<file path="src/rtl/nt_burst_sram.sv">
module nt_burst_sram #(
  parameter int ADDR_W = 6,
  parameter int DATA_W = 32
) (
  input  logic                  clk,
  input  logic                  rst_n,
  input  logic                  cke_n,
  input  logic                  ce1_n,
  input  logic                  ce2,
  input  logic                  ce3_n,
  input  logic                  ld_n,
  input  logic                  we_n,
  input  logic [DATA_W/8-1:0]   bw_n,
  input  logic                  mode,
  input  logic [ADDR_W-1:0]     addr,
  input  logic [DATA_W-1:0]     din,
  output logic [DATA_W-1:0]     dout,
  output logic                  oe
);
  localparam int LANES = DATA_W / 8;
  localparam int DEPTH = 1 << ADDR_W;

  logic [DATA_W-1:0] mem [DEPTH];

  wire go  = !cke_n;
  wire sel = !ce1_n && ce2 && !ce3_n;

  logic [ADDR_W-1:0] base_q;
  logic [1:0]        cnt_q;
  logic              lin_q, act_q, wr_q;

  wire [1:0] cnt_nx = cnt_q + 2'd1;
  wire [1:0] lo_adv = lin_q ? (base_q[1:0] + cnt_nx) : (base_q[1:0] ^ cnt_nx);
  wire [ADDR_W-1:0] ea = ld_n ? {base_q[ADDR_W-1:2], lo_adv} : addr;
  wire ev = ld_n ? act_q : sel;
  wire ew = ld_n ? wr_q : !we_n;

  always_ff @(posedge clk or negedge rst_n)
    if (!rst_n) begin
      base_q <= '0; cnt_q <= '0; lin_q <= 1'b0; act_q <= 1'b0; wr_q <= 1'b0;
    end else if (go) begin
      if (!ld_n) begin
        base_q <= addr; cnt_q <= '0; lin_q <= mode; act_q <= sel; wr_q <= !we_n;
      end else
        cnt_q <= cnt_nx;
    end

  logic              s1_v, s1_w, s2_v, s2_w;
  logic [ADDR_W-1:0] s1_a, s2_a;
  logic [LANES-1:0]  s1_b, s2_b;

  always_ff @(posedge clk or negedge rst_n)
    if (!rst_n) begin
      s1_v <= 1'b0; s1_w <= 1'b0; s1_a <= '0; s1_b <= '1;
      s2_v <= 1'b0; s2_w <= 1'b0; s2_a <= '0; s2_b <= '1;
    end else if (go) begin
      s1_v <= ev;   s1_w <= ew;   s1_a <= ea;   s1_b <= bw_n;
      s2_v <= s1_v; s2_w <= s1_w; s2_a <= s1_a; s2_b <= s1_b;
    end

  wire hit = s2_v && s2_w && (s2_a == s1_a);
  logic [DATA_W-1:0] rd_mix;
  for (genvar i = 0; i < LANES; i++) begin : g_lane
    assign rd_mix[i*8 +: 8] = (hit && !s2_b[i]) ? din[i*8 +: 8] : mem[s1_a][i*8 +: 8];
  end

  always_ff @(posedge clk)
    if (go && s2_v && s2_w)
      for (int i = 0; i < LANES; i++)
        if (!s2_b[i]) mem[s2_a][i*8 +: 8] <= din[i*8 +: 8];

  logic [DATA_W-1:0] rdata_q;
  always_ff @(posedge clk or negedge rst_n)
    if (!rst_n) begin
      rdata_q <= '0; dout <= '0; oe <= 1'b0;
    end else if (go) begin
      rdata_q <= rd_mix;
      oe      <= s2_v && !s2_w;
      if (s2_v && !s2_w) dout <= rdata_q;
    end

  assert_reset_quiet_R1: assert property (@(posedge clk) !rst_n |-> !oe && dout == '0);
  assert_read_drives_R2: assert property (@(posedge clk) disable iff (!rst_n)
    (go && s2_v && !s2_w) |=> oe);
  assert_idle_silent_R6: assert property (@(posedge clk) disable iff (!rst_n)
    (go && !(s2_v && !s2_w)) |=> !oe);
  assert_load_clears_R7: assert property (@(posedge clk) disable iff (!rst_n)
    (go && !ld_n) |=> cnt_q == 2'd0 && base_q == $past(addr));
  assert_step_counts_R7: assert property (@(posedge clk) disable iff (!rst_n)
    (go && ld_n) |=> cnt_q == $past(cnt_q) + 2'd1);
  assert_freeze_hold_R10: assert property (@(posedge clk) disable iff (!rst_n)
    cke_n |=> $stable(dout) && $stable(oe) && $stable(s1_a) && $stable(cnt_q));
endmodule

</file>
<file path="config.mk">
export PLATFORM = sky130hd
export DESIGN_NAME = nt_burst_sram
export DESIGN_NICKNAME = d
export VERILOG_FILES = /design/src/rtl/nt_burst_sram.sv
export SDC_FILE = /design/constraint.sdc
export NUM_CORES = 2
export LEC_CHECK = 0
export BUFFER_PORTS_ARGS = -buffer_cell sky130_fd_sc_hd__buf_2
export CAP_MARGIN = 20
export CORE_MARGIN = 2
export CORE_UTILIZATION = 40
export CTS_CLUSTER_DIAMETER = 120
export DETAILED_ROUTE_END_ITERATION = 8
export GPL_TIMING_DRIVEN = 0
export PLACE_DENSITY_LB_ADDON = 0.15
export SLEW_MARGIN = 20
export SYNTH_ARGS = -nofsm -noshare
export SYNTH_HDL_FRONTEND = slang
export SYNTH_SLANG_ARGS = --single-unit
export TNS_END_PERCENT = 100
</file>
<file path="constraint.sdc">
create_clock -name clk -period 3.8 [get_ports clk]
set_input_delay 0.38 -clock clk [delete_from_list [all_inputs] [get_ports clk]]
set_output_delay 0.38 -clock clk [all_outputs]
set_load 0.01 [all_outputs]
</file>
==> flow_metrics.py <==
metrics = {
    "status": {
        "status": "finished, violations left",
        "violations": "setup timing",
    },
    "timing": {
        "setup_viol_count_final": 2,
        "drv_slew": 0,
        "clock_skew_ns": 0.0355,
        "setup_tns_ns": -0.130,
        "tightest_slew_ns": 1.28,
        "hold_viol": 0,
        "period_needed_ns": 3.91,
        "slew_headroom": 0.146,
        "max_freq_ghz": 0.256,
        "rsz0062_at_grt": "no",
        "min_period_over_period": 1.03,
        "timing.final.ws_setup_ns": -0.105,
    },
    "floorplanning": {
        "coreArea_sq_mm": 0.207,
        "initial_core_util": 0.402,
        "die_w_microns": 460,
        "row_count": 167,
        "die_h_microns": 460,
        "io_pins": 84,
        "die_area_sq_mm": 0.211,
    },
    "synthesis": {
        "ys_ff_latch": 2146,
        "syn-num-nets": 4146,
        "yosysWarnings": 0,
        "ys.flop_type": "edfxtp_1",
        "syn-cell-area_sq_mm": 0.0831,
        "synth-edff-count": 2048,
        "yosysUniqueCellTypes": 40,
        "syn_avg_cell_area_sq_um": 20.3,
        "ys_seq_area_frac": 0.770,
        "synth_cells": 4094,
        "synthArstFlopShare": 0.0457,
    },
    "pwr": {
        "clkPwrFrac": 0.395,
        "p_comb_frac": 0.131,
        "switching_share": 0.257,
        "power_switching_mw": 14.4,
        "internal-power_mw": 41.7,
        "p_leak_nw": 30.1,
        "seq_power_share": 0.474,
        "ir_drop_v": 0.000505,
        "pwr_density_cell_mw_per_mm2": 589,
    },
    "drt": {
        "dr_wl_met3_microns": 22500,
        "firstDrtPassIters": 8,
        "final_antenna_net_count": 0,
        "via_per_inst": 5.92,
        "wl_met1_microns": 109000,
        "wl_per_cell_microns": 35.3,
        "vias": 43500,
        "drc": 0,
        "wl_microns": 259000,
        "top_layer_used": "met5",
        "drt_iter0_drc": 6086,
        "wl_met2_microns": 118000,
    },
    "min_path": {
        "hold_class": "in -> reg",
    },
    "layout": {
        "n_fill_cell": 17400,
        "fin_cells": 7347,
        "final_common_cell": "edfxtp_1",
        "nNetsFinal": 4500,
        "area_growth_pct": 14.7,
        "drive_gt1_frac": 0.253,
        "mostFrequentLayoutCells": "edfxtp_1, mux4_2, nor2_1",
        "seq_area_sq_mm": 0.0640,
        "multiInputGateArea_sq_mm": 0.0181,
        "design_area_sq_mm": 0.0952,
    },
    "worst_setup_path": {
        "arrival_ns": 4.61,
        "start_kind": "flip-flop",
        "cp_cell_sequence": "clkbuf_1 > buf_2 > buf_1 > mux4_2 > a22o_1 > a221o_1 > o31ai_2 > nand3_1",
        "required_ns": 4.50,
        "end_kind": "flip-flop",
        "critPathSlowestCell": "buf_1",
        "crit_type": "reg -> reg",
        "critPathMaxStageDelay_ns": 0.74,
        "cp_max_fo": 10,
    },
    "cts": {
        "cts-root-buf": "clkbuf_16",
        "cts.clk_slew.worst_paths_ns": 0.07,
        "h-tree-depth": 4,
        "cts_max_path_buffers": 3,
        "cts_setup_buffers": 0,
        "clk-insertion-delay-late_ns": 0.86,
        "cts_tree": "built",
        "clkSinkCount": 2146,
        "cts_made_buffers": 220,
    },
    "placement": {
        "dp_cells": 6901,
        "portBuffers": 83,
        "gp_congestion": 0.871,
        "hpwl_microns": 176000,
        "placed_cell_area_sq_mm": 0.0874,
    },
    "global_routing": {
        "grt_max_degree": 66,
        "grt_overflow": 0,
        "grt.total_usage": 0.245,
        "grt_pass1_vias": 43000,
        "grt_pass1_wl_microns": 354000,
        "antenna_found_initial": 14,
    },
    "job": {
        "drv_cap": 0,
    },
}
[per-layer routing]
| layer | vias to the layer above | GRT usage |
|---|---|---|
| met5 | - | 0 |
| met4 | 10 | 0.0882 |
| met3 | 390 | 0.0520 |
| met2 | 2005 | 0.371 |
| met1 | 23400 | 0.350 |
| li1 | 17700 | - |
[critical path, delay by kind of cell, from the launching register on]
| kind | cells | cell delay [ns] |
|---|---|---|
| muxes | 1 | 0.42 |
| buffers and inverters | 3 | 1.48 |
| and+or+nand+nor | 1 | 0.16 |
| DFF | 1 | 0.32 |
| AOI/OAI and AO/OA | 3 | 1.35 |
[stage by stage]
| stage | total power, mW | utilization | hold slack, ns | setup slack, ns |
|---|---|---|---|---|
| 3_5_place_dp | 34.3 | 0.423 | 0.338 | -0.850 |
| 5_1_grt | 57.6 | 0.461 | 0.0943 | 0.00673 |
| 3_3_place_gp | 34.2 | 0.420 | 0.487 | -0.902 |
| 4_1_cts | 56.4 | 0.460 | 0.00165 | 0.0107 |
| 6_report | 56.1 | 0.461 | 0.0729 | -0.105 |
| 2_1_floorplan | 30.8 | - | 0.0844 | 1.54 |
[state kept, by name (all words and copies together) (netlist names), 2 cells and up]
signal	count
rdata_q	32
base_q	6
cnt_q	2
s2_a	6
s2_b	4
mem	2048
s1_a	6
s1_b	4
dout	32
[cells by family after synthesis]
group / after synthesis / synth area share
AO/OA/AOI/OAI: 396 / 0.0378
XOR/XNOR: 9 / 0.000949
adder cells (fa/ha/maj): 1 / 0.000151
buffers and inverters: 258 / 0.0147
flip-flops: 2146 / 0.770
multiplexers: 708 / 0.147
AND/OR/NAND/NOR: 576 / 0.0292
[Yosys cell counts, drive strengths merged (9+ instances only)]
library cell | n | share of area
mux2i | 134 | 0.016
a22oi | 115 | 0.010
o22ai | 64 | 0.0048
mux4 | 392 | 0.11
clkbuf | 123 | 0.0056
nor3 | 70 | 0.0042
a221o | 32 | 0.0039
inv | 9 | 0.00041
dfrtp | 90 | 0.027
nor2 | 270 | 0.012
a222oi | 21 | 0.0025
o31ai | 33 | 0.0030
mux2 | 182 | 0.025
nand2 | 150 | 0.0068
xnor2 | 9 | 0.00095
nand3 | 50 | 0.0030
a22o | 97 | 0.010
edfxtp | 2048 | 0.74
buf | 126 | 0.0087
[area by class of cell]
class	instances	area share
clock inverters	129	0.0153
plain buffers	248	0.0131
inverters	9	0.000355
clock buffers	282	0.0618
diodes	6	0.000158
well taps	2704	0.0355
flip-flops and latches	2146	0.672
repair buffers	133	0.0121
multi-input cells	1690	0.190
[final timing paths]
check | startpoint | end | slack (ns) | cells past startpoint
min in group asynchronous | rst_n | rdata_q[16] | 0.51 | 3
max in group asynchronous | rst_n | dout[24] | 2.63 | 4
hold / removal | din[20] | mem[21][20] | 0.07 | 1
hold reg to reg | dout[13] | dout[13] | 0.50 | 1
setup reg to reg | s1_a[2] | rdata_q[10] | -0.11 | 8
setup / recovery | s1_a[2] | rdata_q[10] | -0.11 | 8
[repair_timing]
| action | in CTS | in global routing |
|---|---|---|
| hold endpoints to repair | 271 | 1 |
| endpoints found under the setup margin | 29 | 13 |
| cloned | 0 | 0 |
| hold buffers | 25 | 2 |
| resized for setup | 44 | 15 |
[power by group through the flow]
stage / logic (mW) / clock network (mW) / registers (mW)
floorplan: 3.86 / 0 / 26.9
global placement: 7.13 / 0 / 27.1
detailed placement: 7.25 / 0 / 27.1
CTS: 7.34 / 22.4 / 26.6
global route: 7.66 / 23.4 / 26.6
finish: 7.38 / 22.1 / 26.6
No activity file was read; power rests on OpenSTA's default activity.
